<file path="src/rtl/hadd_pkg.sv">
package hadd_pkg;
   localparam int LA_GROUP   = 4;
   localparam int SKIP_BLOCK = 4;

   // a section is either absent or at least two bits wide
   function automatic bit width_ok(input int w);
      return (w == 0) || (w >= 2);
   endfunction
endpackage

</file>
<file path="src/rtl/hadd_la_sec.sv">
module hadd_la_sec #(
   parameter int W   = 8,
   parameter int GRP = 4
) (
   input  logic [W-1:0] a,
   input  logic [W-1:0] b,
   input  logic         cin,
   output logic [W-1:0] s,
   output logic         cout
);
   localparam int NG = (W + GRP - 1) / GRP;

   logic [NG:0] gc;
   assign gc[0] = cin;
   assign cout  = gc[NG];

   for (genvar gi = 0; gi < NG; gi++) begin : g_grp
      localparam int LO = gi * GRP;
      localparam int GW = (LO + GRP <= W) ? GRP : (W - LO);

      logic [GW-1:0] sg;
      logic          go;

      always_comb begin : p_grp
         logic [GW-1:0] p, g, c;
         logic t, cj, gg, pp, rc;
         p = a[LO +: GW] ^ b[LO +: GW];
         g = a[LO +: GW] & b[LO +: GW];
         // lookahead carry into every bit of the group
         for (int j = 0; j < GW; j++) begin
            t = gc[gi];
            for (int m = 0; m < j; m++) t = t & p[m];
            cj = t;
            for (int k = 0; k < j; k++) begin
               t = g[k];
               for (int m = k + 1; m < j; m++) t = t & p[m];
               cj = cj | t;
            end
            c[j] = cj;
         end
         // group generate / propagate
         gg = 1'b0;
         for (int k = 0; k < GW; k++) begin
            t = g[k];
            for (int m = k + 1; m < GW; m++) t = t & p[m];
            gg = gg | t;
         end
         pp = &p;
         go = gg | (pp & gc[gi]);
         sg = p ^ c;
         // independent rippled carry for cross-checking
         rc = gc[gi];
         for (int j = 0; j < GW; j++) rc = g[j] | (p[j] & rc);
         a_r5_group_carry: assert (go == rc)
            else $error("lookahead group carry disagrees with rippled carry");
      end

      assign s[LO +: GW] = sg;
      assign gc[gi+1]    = go;
   end
endmodule

</file>
<file path="src/rtl/hadd_skip_sec.sv">
module hadd_skip_sec #(
   parameter int W   = 8,
   parameter int BLK = 4
) (
   input  logic [W-1:0] a,
   input  logic [W-1:0] b,
   input  logic         cin,
   output logic [W-1:0] s,
   output logic         cout
);
   localparam int NB = (W + BLK - 1) / BLK;

   logic [NB:0] bc;
   assign bc[0] = cin;
   assign cout  = bc[NB];

   for (genvar bi = 0; bi < NB; bi++) begin : g_blk
      localparam int LO = bi * BLK;
      localparam int BW = (LO + BLK <= W) ? BLK : (W - LO);

      logic [BW-1:0] sm;
      logic          byp;

      always_comb begin : p_blk
         logic [BW-1:0] p, g;
         logic [BW:0]   c;
         p    = a[LO +: BW] ^ b[LO +: BW];
         g    = a[LO +: BW] & b[LO +: BW];
         c[0] = bc[bi];
         for (int j = 0; j < BW; j++) c[j+1] = g[j] | (p[j] & c[j]);
         sm  = p ^ c[BW-1:0];
         byp = (&p) ? bc[bi] : c[BW];
         a_r4_skip_matches_ripple: assert (byp == c[BW])
            else $error("skip carry differs from rippled carry");
         if (&p) begin
            a_r4_propagate_passes: assert (c[BW] == bc[bi])
               else $error("fully propagating block altered its carry");
         end
      end

      assign s[LO +: BW] = sm;
      assign bc[bi+1]    = byp;
   end
endmodule

</file>
<file path="src/rtl/hadd_rca_sec.sv">
module hadd_rca_sec #(
   parameter int W = 8
) (
   input  logic [W-1:0] a,
   input  logic [W-1:0] b,
   input  logic         cin,
   output logic [W-1:0] s,
   output logic         cout
);
   always_comb begin : p_rca
      logic [W:0] c;
      c[0] = cin;
      for (int j = 0; j < W; j++) c[j+1] = (a[j] & b[j]) | ((a[j] ^ b[j]) & c[j]);
      s    = a ^ b ^ c[W-1:0];
      cout = c[W];
      a_r1_ripple_sum: assert ({cout, s} == ((W+1)'(a) + (W+1)'(b) + (W+1)'(cin)))
         else $error("ripple section result is not the arithmetic sum");
   end
endmodule

</file>
<file path="src/rtl/hetero_adder.sv">
module hetero_adder #(
   parameter int N     = 128,
   parameter int LA_W  = 32,
   parameter int SK_W  = 32,
   parameter int RC_W  = 64,
   parameter int GRP_W = hadd_pkg::LA_GROUP,
   parameter int BLK_W = hadd_pkg::SKIP_BLOCK
) (
   input  logic [N-1:0] op_a,
   input  logic [N-1:0] op_b,
   input  logic         carry_in,
   output logic [N-1:0] sum,
   output logic         carry_out
);
   localparam int SK_LO = LA_W;
   localparam int RC_LO = LA_W + SK_W;

   // elaboration-time legality of the split
   if (LA_W + SK_W + RC_W != N) begin : g_bad_total
      $error("section widths do not add up to N");
   end
   if (!hadd_pkg::width_ok(LA_W) || !hadd_pkg::width_ok(SK_W) || !hadd_pkg::width_ok(RC_W)) begin : g_bad_width
      $error("a present section must be at least two bits wide");
   end
   if (GRP_W < 2 || BLK_W < 2) begin : g_bad_grain
      $error("group and block sizes must be at least two");
   end

   logic c_la, c_sk, c_rc;

   if (LA_W > 0) begin : g_la
      hadd_la_sec #(.W(LA_W), .GRP(GRP_W)) u_la (
         .a(op_a[0 +: LA_W]), .b(op_b[0 +: LA_W]), .cin(carry_in),
         .s(sum[0 +: LA_W]), .cout(c_la));
   end else begin : g_no_la
      assign c_la = carry_in;
   end

   if (SK_W > 0) begin : g_sk
      hadd_skip_sec #(.W(SK_W), .BLK(BLK_W)) u_sk (
         .a(op_a[SK_LO +: SK_W]), .b(op_b[SK_LO +: SK_W]), .cin(c_la),
         .s(sum[SK_LO +: SK_W]), .cout(c_sk));
   end else begin : g_no_sk
      assign c_sk = c_la;
   end

   if (RC_W > 0) begin : g_rc
      hadd_rca_sec #(.W(RC_W)) u_rc (
         .a(op_a[RC_LO +: RC_W]), .b(op_b[RC_LO +: RC_W]), .cin(c_sk),
         .s(sum[RC_LO +: RC_W]), .cout(c_rc));
   end else begin : g_no_rc
      assign c_rc = c_sk;
   end

   assign carry_out = c_rc;
endmodule

</file>
<file path="config.mk">
export PLATFORM = sky130hd
export DESIGN_NAME = hetero_adder
export DESIGN_NICKNAME = d
export VERILOG_FILES = /design/src/rtl/hadd_pkg.sv /design/src/rtl/hadd_la_sec.sv /design/src/rtl/hadd_skip_sec.sv /design/src/rtl/hadd_rca_sec.sv /design/src/rtl/hetero_adder.sv
export SDC_FILE = /design/constraint.sdc
export NUM_CORES = 1
export LEC_CHECK = 0
export BUFFER_PORTS_ARGS = -buffer_cell sky130_fd_sc_hd__buf_2
export CAP_MARGIN = 40
export CORE_AREA = 2 2 151 153
export DETAILED_ROUTE_END_ITERATION = 8
export DIE_AREA = 0 0 153 155
export PLACE_DENSITY = 0.48
export SLEW_MARGIN = 20
export SYNTH_ARGS = -nofsm -noshare
export SYNTH_HDL_FRONTEND = slang
export SYNTH_HIERARCHICAL = 1
export SYNTH_SLANG_ARGS = --single-unit
</file>
<file path="constraint.sdc">
create_clock -name vclk -period 178
set_input_delay 53.4 -clock vclk [all_inputs]
set_output_delay 53.4 -clock vclk [all_outputs]
set_load 0.1 [all_outputs]
</file>
After elaboration in Yosys (flattened, before gate mapping)
Cells that the tools add are included.

Register bits after elaboration: 0. Bits in latches: 0. Memory bits (writable): 0. ROM bits: 0. Output and inout bits: 129. Memories: 0.

Add/sub/neg operators: 0. Multipliers: 0. Div/mod/pow operators: 0. Order comparisons: 0. Equality and inequality tests: 0. Shift-type cells: 0. Muxes and demuxes: 8. Bitwise gates (word level): 530. Reductions and logical operators: 16.

Operators with widths (count): bitwise AND 1 bit (240); OR 1 bit (176); XOR 4 bit (32); XOR 64 bit (2); bitwise AND 4 bit (16); AND reduction 4 bit (16); XOR 1 bit (64); two-way mux 1 bit (8).

Depth between registers and ports, before layout
Depth in word-level cells: 222. Mapped depth: 125.

By module
Netlist, hierarchy kept.

Modules (own cells, without submodules): hadd_la_sec (times used 1, cells each 167, area each 1402.6 µm²); hadd_rca_sec (times used 1, cells each 74, area each 1318.8 µm²); hadd_skip_sec (times used 1, cells each 103, area each 1261.2 µm²).

Least setup slack after synthesis
No wires, ideal clock.

Kind: input to output. Start point: in op_a[15]. End point: out sum[127]. Arrival time: 93.069 ns. Data required time: 124.600 ns. Setup slack: 31.531 ns. Cell stages on the path: 124. Cells stage by stage: ha_1 > a21oi_1 > o21a_2 > or3b_2 > o21ai_2 > o31ai_2 > inv_1 > fa_1 > inv_1 > fa_1 > fa_1 > fa_1 > mux2i_1 > inv_1 > fa_1 > fa_1 > fa_1 > fa_1 > [88 not listed] > fa_1 > fa_1 > fa_1 > fa_1 > fa_1 > fa_1 > fa_1 > fa_1 > fa_1 > fa_1 > fa_1 > fa_1 > fa_1 > fa_1 > fa_1 > inv_1 > fa_1 > inv_1.

Cells in the longest elaborated chain, start to end: 213.

Ends and longest elaborated chain: start, declared (RTL line hetero_adder.sv:9) `input logic [N-1:0] op_a,`; XOR 4 bit (RTL line hadd_la_sec.sv:27) `p = a[LO +: GW] ^ b[LO +: GW];`; bitwise AND 1 bit (RTL line hadd_la_sec.sv:45) `for (int m = k + 1; m < GW; m++) t = t & p[m];`; OR 1 bit (3 in series) (RTL line hadd_la_sec.sv:46) `gg = gg | t;`; OR 1 bit (*) (RTL line hadd_la_sec.sv:49) `go = gg | (pp & gc[gi]);`; bitwise AND 1 bit (*) (RTL line hadd_la_sec.sv:49); OR 1 bit (*) (RTL line hadd_la_sec.sv:49); bitwise AND 1 bit (*) (RTL line hadd_la_sec.sv:49); OR 1 bit (*) (RTL line hadd_la_sec.sv:49); [4 not listed]; named net c_la (RTL line hetero_adder.sv:29) `logic c_la, c_sk, c_rc;`; [72 not listed]; named net c_sk (RTL line hetero_adder.sv:29); [119 not listed]; OR 1 bit (*) (RTL line hadd_rca_sec.sv:13) `for (int j = 0; j < W; j++) c[j+1] = (a[j] & b[j]) | ((a[j] ^ b[j]) & c[j]);`; bitwise AND 1 bit (*) (RTL line hadd_rca_sec.sv:13); OR 1 bit (*) (RTL line hadd_rca_sec.sv:13); bitwise AND 1 bit (*) (RTL line hadd_rca_sec.sv:13); OR 1 bit (*) (RTL line hadd_rca_sec.sv:13); bitwise AND 1 bit (*) (RTL line hadd_rca_sec.sv:13); OR 1 bit (*) (RTL line hadd_rca_sec.sv:13); XOR 64 bit (*) (RTL line hadd_rca_sec.sv:14) `s = a ^ b ^ c[W-1:0];`; end, declared (RTL line hetero_adder.sv:12) `output logic [N-1:0] sum,`.

The timed path passes the listed nets; every way through them passes the cells marked *.

Final worst setup path
Same ends and word-level chain as after synthesis.

==> metrics.cfg <==
[sta]
fin_setup_tns_ns=0
layout_setup_ws_ns=29.34
hold_violations=0
worst_hold_slack_ns=107.40
rsz0062_at_grt=no
max_freq_ghz=0.00673
slew_viol_final=0
tightest_slew_ns=0.543
setup_viol=0
fin_crit_sh_pct=83.5
fin_crit_ns=148.66
max_slew_margin_pct=64.1

[cells_and_area]
seq_cells=0
drive_gt1_share_pct=54.4
layoutNonFillerInstCount=1015
fill_cells=2437
nNetsFinal=1165
regArea_sq_um=0
syn_to_final_growth_pct=57.5
nClkBuffers=0
antenna_cells=0

[routing]
finalWirelength_mm=15.0
drc_errors=0
postRouteAntennaNets=0
num_vias=4059
wl_per_cell_um=14.8
dr.pass1.iters=4
viasPerCell=4.00
drt_iter0_drc=134

[floorplanning]
die_area_sq_um=23700
coreArea_sq_um=22200
die_h_um=155
start_util_pct=17.9
io_pins=386
die_w_um=153
rows=55

[hold_path]
hold_class=in -> out

[grt]
grtUsageTotal_pct=12.0
grt_overflow_total=0
grt_antenna_before_repair=2
grt_max_degree=6
grt_pass1_vias=4486
grt_pass1_wl_mm=22.9

[clocking]
cts_resized=0
ctsHoldBuffers=0
cts_setup_buffers=0

[synthesis]
synth_warnings=6
netlist_area_sq_um=3980
yosysSeqAreaShare_pct=0
synth.avg_cell_area_sq_um=11.6
ys_types=36
synth_cells=344
synth_fp_nets=777

[placement]
place_inst=1015
portBuffers=386
pre_cts_ws_ns=29.16
gp_congestion=0.778
dp_hpwl_mm=14.8

[power]
power.density_nw_per_um2=10.8
comb_power_share_pct=100.0
p_leak_nw=3.30
p_total_w=0.0000679
seqPwrFrac_pct=0
swShare_pct=83.4
ir_drop_v=0.00000739
clkPwrFrac_pct=0
internal_power_w=0.0000113
switchingPower_w=0.0000566

[setup_path]
worst-path-max-fanout=4
slowest_stage=or3b_2
slowest_delay_ns=0.47
worst_setup_path_end_kind=primary output
worstSetupStartpointType=input pin
path_common_cell=fa_1
cp.arrival_ns=95.26
worstSetupPathType=in -> out
required_ns=124.60

[run_status]
status=finished clean

[job]
max-cap-violations=0

logic make-up after synthesis:
kind of cell,share of synthesized area (%)
buf+inv,2.54
simple gates,8.39
mux,0.817
xor+xnor,3.52
fa+ha+maj,74.9
compound gates,9.83
synthesized netlist by cell type:
cell         n  area share (%)
inv_1       27             2.5
o21ai_1      1            0.13
nand2_1     11             1.0
o31ai_2      1            0.31
nand3_1      1            0.13
o21ai_0      5            0.63
mux2i_1      1            0.25
xnor2_1      9             2.0
ha_1        72              23
nand2b_1     2            0.31
fa_1       104              52
nor2b_1      2            0.31
xor2_1       7             1.5
or3b_2       1            0.22
o22a_1       1            0.22
nor3_1      11             1.4
o21bai_1     1            0.19
o221ai_1     1            0.22
a211oi_1     3            0.57
a21oi_1     14             1.8
o21a_1      16             3.0
o31ai_1      1            0.19
a21oi_2      1            0.22
and4_1       2            0.44
o21a_2       1            0.22
a211o_2      1            0.25
or3b_1       1            0.22
a21o_1       3            0.57
nand4_1     11             1.7
o21ai_2      1            0.22
a21o_2       1            0.22
nor2_1      25             2.4
a211o_1      1            0.22
nand3_2      1            0.25
mux2_2       2            0.57
a2111oi_4    1            0.69
cell usage in the layout, fill, tap and decap left out, types with 2 or more instances in the layout:
master and instances:
ha_1 72, nor2b_1 2, xor2_1 7, o21a_1 16
and4_1 2, nand2b_1 2, nor3_1 11, nand4_1 11
inv_1 27, nor2_1 25, nand2_1 11, a21o_1 3
fa_1 104, xnor2_1 9, a211oi_1 3, a21oi_1 14
mux2_2 2, buf_2 386, o21ai_0 5
worst paths after layout:
check / cells past startpoint / from / end
setup / recovery: 126 / op_a[15] / sum[127]
hold / removal: 4 / op_b[3] / sum[3]
power by group through the flow:
stage | Sequential, W | Clock (W) | Combinational (W)
final | 0 | 0 | 0.0000679
after global routing | 0 | 0 | 0.0000710
after CTS | 0 | 0 | 0.0000687
after detailed placement | 0 | 0 | 0.0000685
after global placement | 0 | 0 | 0.0000685
after floorplan | 0 | 0 | 0.0000593
per-layer routing:
metal  wire, um  track usage [%]
met1       5040             12.4
met2       8360             24.9
met3       1350             2.76
met4        220             1.46
met5         16                0
cell type report:
cell class,count,area [sq um],share of cell area [%]
inverter,27,101,1.62
multi-input combinational,317,3880,61.9
tap,285,357,5.69
timing repair buffer,386,1930,30.8
worst max-delay path, delay by kind of cell:
kind,cells,cell delay (ns)
adder cells (fa/ha/maj),97,37.46
AO/OA/AOI/OAI,9,1.36
AND/OR/NAND/NOR,7,1.24
buffers and inverters,10,1.09
multiplexers,3,0.67
through the flow:
step,util [%],instance area (sq um)
floorplan,-,3980
global placement,28.2,6270
detailed placement,28.2,6270
CTS,28.2,6270
global route,28.2,6270
finish,28.2,6270
Note: power is estimated with default switching activity, not from simulation.
